--- config.mk ---
export PLATFORM = sky130hd
export DESIGN_NAME = intx_evt_aggr
export DESIGN_NICKNAME = d
export VERILOG_FILES = /design/src/rtl/iea_pkg.sv /design/src/rtl/iea_intx_track.sv /design/src/rtl/iea_rw_reg.sv /design/src/rtl/iea_w1c_bank.sv /design/src/rtl/iea_irq_gate.sv /design/src/rtl/intx_evt_aggr.sv
export SDC_FILE = /design/constraint.sdc
export NUM_CORES = 1
export LEC_CHECK = 0
export CORE_MARGIN = 2
export CORE_UTILIZATION = 50
export CTS_CLUSTER_DIAMETER = 60
export DETAILED_ROUTE_END_ITERATION = 12
export DONT_BUFFER_PORTS = 1
export GPL_TIMING_DRIVEN = 0
export PLACE_DENSITY = 0.64
export RECOVER_POWER = 100
export SYNTH_ARGS = -nofsm -noshare
export SYNTH_HDL_FRONTEND = slang
export SYNTH_HIERARCHICAL = 1
export SYNTH_SLANG_ARGS = --single-unit
--- constraint.sdc ---
create_clock -name clk -period 1.47 [get_ports clk]
set_input_delay 0.147 -clock clk [delete_from_list [all_inputs] [get_ports clk]]
set_output_delay 0.147 -clock clk [all_outputs]
set_load 0.05 [all_outputs]
--- src/rtl/iea_pkg.sv ---
package iea_pkg;
   localparam int unsigned IEA_DATA_W = 32;
   localparam int unsigned IEA_ADDR_W = 5;
   localparam int unsigned IEA_INTX_N = 4;

   // event bit map: data path and link events
   localparam logic [31:0] IEA_EVT_MAP =
      (32'h1 << 0)  | (32'h1 << 1)  | (32'h1 << 4)  | (32'h1 << 5)  |
      (32'h1 << 6)  | (32'h1 << 7)  | (32'h1 << 16) | (32'h1 << 17) |
      (32'h1 << 18) | (32'h1 << 20) | (32'h1 << 22) | (32'h1 << 23) |
      (32'h1 << 24) | (32'h1 << 25) | (32'h1 << 26);

   typedef enum logic [IEA_ADDR_W-1:0] {
      OFS_LEG_STAT = 5'h00,
      OFS_LEG_EN   = 5'h04,
      OFS_EVT_STAT = 5'h08,
      OFS_EVT_EN   = 5'h0C,
      OFS_GLB_EN   = 5'h10
   } iea_ofs_e;
endpackage

--- src/rtl/iea_intx_track.sv ---
module iea_intx_track #(
   parameter int unsigned N = 4
) (
   input  logic         clk,
   input  logic         rst_n,
   input  logic [N-1:0] lvl_i,
   output logic [N-1:0] stat_o
);
   generate
      if (N < 1) begin : g_bad_n
         $error("iea_intx_track: N must be at least 1");
      end
   endgenerate

   always_ff @(posedge clk) begin
      if (!rst_n) stat_o <= '0;
      else        stat_o <= lvl_i;
   end
endmodule

--- src/rtl/iea_rw_reg.sv ---
module iea_rw_reg #(
   parameter int unsigned W    = 32,
   parameter logic [W-1:0] IMPL = '1,
   parameter logic [W-1:0] RSTV = '0
) (
   input  logic         clk,
   input  logic         rst_n,
   input  logic         we_i,
   input  logic [W-1:0] wd_i,
   output logic [W-1:0] q_o
);
   generate
      if (W < 1) begin : g_bad_w
         $error("iea_rw_reg: W must be at least 1");
      end
      if ((RSTV & ~IMPL) != '0) begin : g_bad_rst
         $error("iea_rw_reg: reset value touches unimplemented bits");
      end
      for (genvar i = 0; i < W; i++) begin : g_bit
         if (IMPL[i]) begin : g_ff
            always_ff @(posedge clk) begin
               if (!rst_n)    q_o[i] <= RSTV[i];
               else if (we_i) q_o[i] <= wd_i[i];
            end
         end else begin : g_tie
            assign q_o[i] = 1'b0;
         end
      end
   endgenerate
endmodule

--- src/rtl/iea_w1c_bank.sv ---
module iea_w1c_bank #(
   parameter int unsigned W    = 32,
   parameter logic [W-1:0] IMPL = '1
) (
   input  logic         clk,
   input  logic         rst_n,
   input  logic [W-1:0] set_i,
   input  logic [W-1:0] clr_i,
   output logic [W-1:0] stat_o
);
   generate
      if (W < 1) begin : g_bad_w
         $error("iea_w1c_bank: W must be at least 1");
      end
      for (genvar i = 0; i < W; i++) begin : g_bit
         if (IMPL[i]) begin : g_ff
            always_ff @(posedge clk) begin
               if (!rst_n)        stat_o[i] <= 1'b0;
               else if (set_i[i]) stat_o[i] <= 1'b1;
               else if (clr_i[i]) stat_o[i] <= 1'b0;
            end

            // a pulse always lands, even against a clear
            a_r4_set_wins: assert property (@(posedge clk) disable iff (!rst_n)
               set_i[i] |=> stat_o[i]);
            // sticky until a write-1 clear
            a_r3_sticky: assert property (@(posedge clk) disable iff (!rst_n)
               (stat_o[i] && !clr_i[i]) |=> stat_o[i]);
            // clear without a pulse drops the bit
            a_r3_clear: assert property (@(posedge clk) disable iff (!rst_n)
               (clr_i[i] && !set_i[i]) |=> !stat_o[i]);
         end else begin : g_tie
            assign stat_o[i] = 1'b0;
         end
      end
   endgenerate
endmodule

--- src/rtl/iea_irq_gate.sv ---
module iea_irq_gate #(
   parameter int unsigned W = 4
) (
   input  logic [W-1:0] stat_i,
   input  logic [W-1:0] en_i,
   input  logic         glb_i,
   output logic         irq_o
);
   always_comb irq_o = glb_i & (|(stat_i & en_i));
endmodule

--- src/rtl/intx_evt_aggr.sv ---
module intx_evt_aggr
   import iea_pkg::*;
#(
   parameter int unsigned DATA_W  = IEA_DATA_W,
   parameter int unsigned ADDR_W  = IEA_ADDR_W,
   parameter int unsigned INTX_N  = IEA_INTX_N,
   parameter logic [DATA_W-1:0] EVT_MAP = IEA_EVT_MAP
) (
   input  logic              clk,
   input  logic              rst_n,
   input  logic [INTX_N-1:0] intx_lvl,
   input  logic [DATA_W-1:0] evt_pulse,
   input  logic              bus_wr,
   input  logic [ADDR_W-1:0] bus_addr,
   input  logic [DATA_W-1:0] bus_wdata,
   output logic [DATA_W-1:0] bus_rdata,
   output logic              leg_irq,
   output logic              misc_irq
);
   localparam logic [DATA_W-1:0] LEG_IMPL = DATA_W'((64'h1 << INTX_N) - 1);

   generate
      if (INTX_N < 1 || INTX_N > DATA_W) begin : g_bad_intx
         $error("intx_evt_aggr: INTX_N out of range");
      end
      if (ADDR_W < 5) begin : g_bad_addr
         $error("intx_evt_aggr: ADDR_W too small for the map");
      end
   endgenerate

   logic              we_leg_en, we_evt_stat, we_evt_en, we_glb;
   logic [INTX_N-1:0] leg_stat, leg_en;
   logic [DATA_W-1:0] evt_stat, evt_en, evt_clr;
   logic [0:0]        glb_q;

   always_comb begin
      we_leg_en   = bus_wr && (bus_addr == ADDR_W'(OFS_LEG_EN));
      we_evt_stat = bus_wr && (bus_addr == ADDR_W'(OFS_EVT_STAT));
      we_evt_en   = bus_wr && (bus_addr == ADDR_W'(OFS_EVT_EN));
      we_glb      = bus_wr && (bus_addr == ADDR_W'(OFS_GLB_EN));
      evt_clr     = we_evt_stat ? bus_wdata : '0;
   end

   iea_intx_track #(.N(INTX_N)) u_intx (
      .clk(clk), .rst_n(rst_n), .lvl_i(intx_lvl), .stat_o(leg_stat));

   iea_rw_reg #(.W(INTX_N), .IMPL(LEG_IMPL[INTX_N-1:0]), .RSTV('0)) u_leg_en (
      .clk(clk), .rst_n(rst_n), .we_i(we_leg_en),
      .wd_i(bus_wdata[INTX_N-1:0]), .q_o(leg_en));

   iea_w1c_bank #(.W(DATA_W), .IMPL(EVT_MAP)) u_evt_stat (
      .clk(clk), .rst_n(rst_n), .set_i(evt_pulse), .clr_i(evt_clr),
      .stat_o(evt_stat));

   iea_rw_reg #(.W(DATA_W), .IMPL(EVT_MAP), .RSTV('0)) u_evt_en (
      .clk(clk), .rst_n(rst_n), .we_i(we_evt_en), .wd_i(bus_wdata),
      .q_o(evt_en));

   iea_rw_reg #(.W(1), .IMPL(1'b1), .RSTV(1'b0)) u_glb (
      .clk(clk), .rst_n(rst_n), .we_i(we_glb), .wd_i(bus_wdata[0:0]),
      .q_o(glb_q));

   iea_irq_gate #(.W(INTX_N)) u_leg_gate (
      .stat_i(leg_stat), .en_i(leg_en), .glb_i(glb_q[0]), .irq_o(leg_irq));

   iea_irq_gate #(.W(DATA_W)) u_evt_gate (
      .stat_i(evt_stat), .en_i(evt_en), .glb_i(glb_q[0]), .irq_o(misc_irq));

   always_comb begin
      bus_rdata = '0;
      unique case (bus_addr)
         ADDR_W'(OFS_LEG_STAT): bus_rdata[INTX_N-1:0] = leg_stat;
         ADDR_W'(OFS_LEG_EN):   bus_rdata[INTX_N-1:0] = leg_en;
         ADDR_W'(OFS_EVT_STAT): bus_rdata = evt_stat;
         ADDR_W'(OFS_EVT_EN):   bus_rdata = evt_en;
         ADDR_W'(OFS_GLB_EN):   bus_rdata[0] = glb_q[0];
         default:               bus_rdata = '0;
      endcase
   end

   // one cycle out of reset before history is meaningful
   logic armed;
   always_ff @(posedge clk) begin
      if (!rst_n) armed <= 1'b0;
      else        armed <= 1'b1;
   end

   // legacy status follows the input one edge later
   a_r1_leg_follow: assert property (@(posedge clk) disable iff (!rst_n)
      armed |-> (leg_stat == $past(intx_lvl)));
   // global enable off forces both lines low
   a_r7_glb_gate: assert property (@(posedge clk) disable iff (!rst_n)
      !glb_q[0] |-> (!leg_irq && !misc_irq));
   // unimplemented event bits never read back
   a_r5_unused_zero: assert property (@(posedge clk) disable iff (!rst_n)
      ((evt_stat | evt_en) & ~EVT_MAP) == '0);
   // held enabled level keeps the legacy line up
   a_r8_leg_hold: assert property (@(posedge clk) disable iff (!rst_n)
      (leg_irq && $stable(intx_lvl) && !we_leg_en && !we_glb) |=> leg_irq);
endmodule

==> results <==
- In the final design database the tool counted between 400 and 500 nets.
- The achievable frequency is around 580 MHz.
- After technology mapping, the gate count stands at about 260.
- STA classifies the critical path startpoint as a register.
- The half-perimeter wire length after detailed placement is between 4000 and 5000 um.
- The critical path capture point type is a primary output.
- The number of top-level pins is 110.
- The setup violation total in the final timing report is 21.
- The average wire per cell in the routed design is between 15 and 20 um.
- The area taken by multi-input logic gates is roughly 0.0016 sq mm.
- The total congestion overflow is 0.
- Setup slack on the critical path of the routed design comes to -266.2 ps.
- The number of antenna violations at the first check in global routing was 0.
- Setup repair after global routing could not meet its margin everywhere.
- 0 antenna diodes ended up in the layout.
- The final setup skew is 0 ps.
- Of the total power, the share spent switching nets is 0.2433.
- The library cells used most frequently in the layout, excluding fill and tap cells, are buf_4 (40), nor2b_1 (36), conb_1 (34), dfxtp_1 (33).
- TritonCTS built the clock tree.
- The tool flagged a number of max-cap violations equal to 0.
- In this run the power spent charging and discharging nets is 594.0 uW.
- The row count is 25.
- The total power after layout is 2.441 mW.
- The met3 capacity usage during global routing is 0.05890.
- Dividing total power by cell area gives a power density of 765.1 mW/mm^2.
- The synthesized area is between 0.002 and 0.003 sq mm.
- The sequential cell area in the final layout is 790.8 sq um.
- The buffer levels on the longest clock path is 2.
- The hold path startpoint is bus_wdata[7].
- The ratio of final minimum period to clock period is 1.181.
- The checks that failed: setup timing.
- The cell area after layout is between 0.003 and 0.004 sq mm.
- Once detail routing completed, the nets flagged for antenna violations numbered 0.
- For this design the static power due to leakage is 1.342 nW.
- The number of pins exceeding their max-slew limit in the final report came to 0.
- The startpoint identified for the worst register-to-register timing path is u_evt_stat/stat_o[16].
- The standard cell area after detailed placement is 0.002750 sq mm.
- Internal power comes to between 1.5 and 2 mW.
- The largest net degree at the start of global routing is 19.
- Measured against its own limit, the worst slew margin works out to 0.4664.
- The first global-routing pass estimated between 9000 and 10,000 um of wire.
- The routed design has around 6400 um of wire.
- Excluding fillers, the count of instances in the completed layout stands at 395.
- Buffers placed on the I/O ports in this run total 0.
- At the end of routability-driven placement, the weighted congestion stood at 0.7989.
- The starting density of the core is 0.5234.
- The length of the first detailed-routing pass in iterations is 4.
- In the global route stage, met1 resource usage came out at 0.3147.
- The utilization after layout is 0.6667.
- Across every metal layer, demand over resource in global routing totals 0.2392.
- met2 is the most crowded layer.
- The area inside the core boundary is about 0.0048 sq mm.
- The share of power burned in registers is 0.463.
- CTS saw 39 sinks.
- The number of hold violations in the final report is 0.
- From left edge to right edge, the die measures between 70 and 80 um.
- Tracing the worst setup path back leads to its startpoint at u_leg_en/q_o[2].
- The instance count after placement with tap cells included is 363.
- The average via count per standard cell is 5.149.
- The root buffer cell is clkbuf_8.
- A synthesized cell averages approximately 9.5 sq um.
- The flow ran to the end, but the final reports show violations.
- The total clock buffers created by CTS is 5.
- After detailed routing, the number of remaining DRC violations is 0.
- The via count of the first global-routing pass came to approximately 1,900.
- The critical path required time is about 1300 ps.
- Of the cells placed in the final design, the portion with a size suffix greater than 1 is 0.2774.
- Of the total power, combinational logic draws 0.159.
- The area growth from synthesis to layout is 27.37%.
- In the global route stage, met2 resource usage came out at 0.3972.
- Across the VDD grid, the largest voltage drop is 0.0008631 V.
- The height of the die is between 70 and 80 um.
- The min-delay analysis places its worst path in the category in2reg.
- STA puts the critical path data arrival time at ~1600 ps.
- Of the total power, the clock network draws 0.378.
- The H-tree depth is 2.
- Counting the fill cells in the layout gives about 420.
- The library cell used most frequently in the layout, excluding fill and tap cells, is buf_4.
- Subtracting the final worst setup slack from the clock period gives roughly 1700 ps.
- The clock latency at the later pin of the worst-skew pair is ~290 ps.
- The critical path is of the reg2out type.
- The clock-pin slew on the worst setup and hold paths is 80 ps.
- The total via count after detailed routing is about 2,000.
- The pin slew with the least headroom to its limit is 800.4 ps.
- The number of design-rule violations left by the first detailed-router iteration is between 60 and 70.
- The number of warnings issued by yosys is 6.
- The die outline area is between 0.005 and 0.006 sq mm.
- In this run the worst path has a maximum fanout of 3.
cell type report:
| type | instances | area share |
|---|---|---|
| clock inverters | 2 | 0.01098 |
| repair buffers | 24 | 0.07216 |
| well taps | 67 | 0.02627 |
| flip-flops and latches | 39 | 0.2478 |
| plain buffers | 53 | 0.1184 |
| clock buffers | 6 | 0.02588 |
| multi-input cells | 204 | 0.4984 |
through the flow:
step | TNS [ps] | hold WS [ps] | setup slack (ps)
final | -2040 | 23.57 | -266.2
after global routing | -4713 | 17.44 | -318.5
after CTS | -716.2 | 6.262 | -271.5
after detailed placement | -1434 | 272.4 | -139.2
after global placement | -1418 | 267.6 | -133.8
after floorplan | -6.556 | 264.5 | -6.556
what timing repair did:
action / 4_1_cts / 5_1_grt
resized for setup: 32 / 5
pin swaps: 8 / 4
setup buffers: 1 / 3
endpoints found under the setup margin: 17 / 16
endpoints found under the hold margin: 28 / 0
hold buffers: 20 / 0
final timing paths:
kind | depth (start not counted) | slack, ps | end
min reg2reg | 2 | 530 | u_leg_en/q_o[2]
max reg2reg | 2 | 710 | u_evt_stat/stat_o[16]
min | 2 | 20 | u_evt_en/q_o[7]
max | 3 | -270 | bus_rdata[2]
layer usage:
metal,vias up,routed length (um),part of all wire
met5,-,0,0
met3,6,391,0.061
met2,56,3081,0.48
met4,0,70,0.011
li1,1028,-,-
met1,944,2884,0.45
worst max-delay path: stages, from the launching register on:
cell and delay, ps:
dfxtp_2 340, mux2_4 150, a22oi_2 80, a2111oi_4 730
flip-flops by register name (all words and copies together) (netlist names):
name / cells
u_intx/stat_o: 4
u_evt_stat/stat_o: 15
u_evt_en/q_o: 15
u_leg_en/q_o: 4
u_glb/q_o: 1
power groups by stage:
stage               Combinational (mW)  Clock (mW)  Sequential, mW
floorplan                        0.281           0            1.14
global placement                 0.311           0            1.15
detailed placement               0.313           0            1.15
CTS                              0.377       0.946            1.13
global route                     0.422       0.967            1.13
finish                           0.388       0.923            1.13
Note: power is estimated with default switching activity, not from simulation.
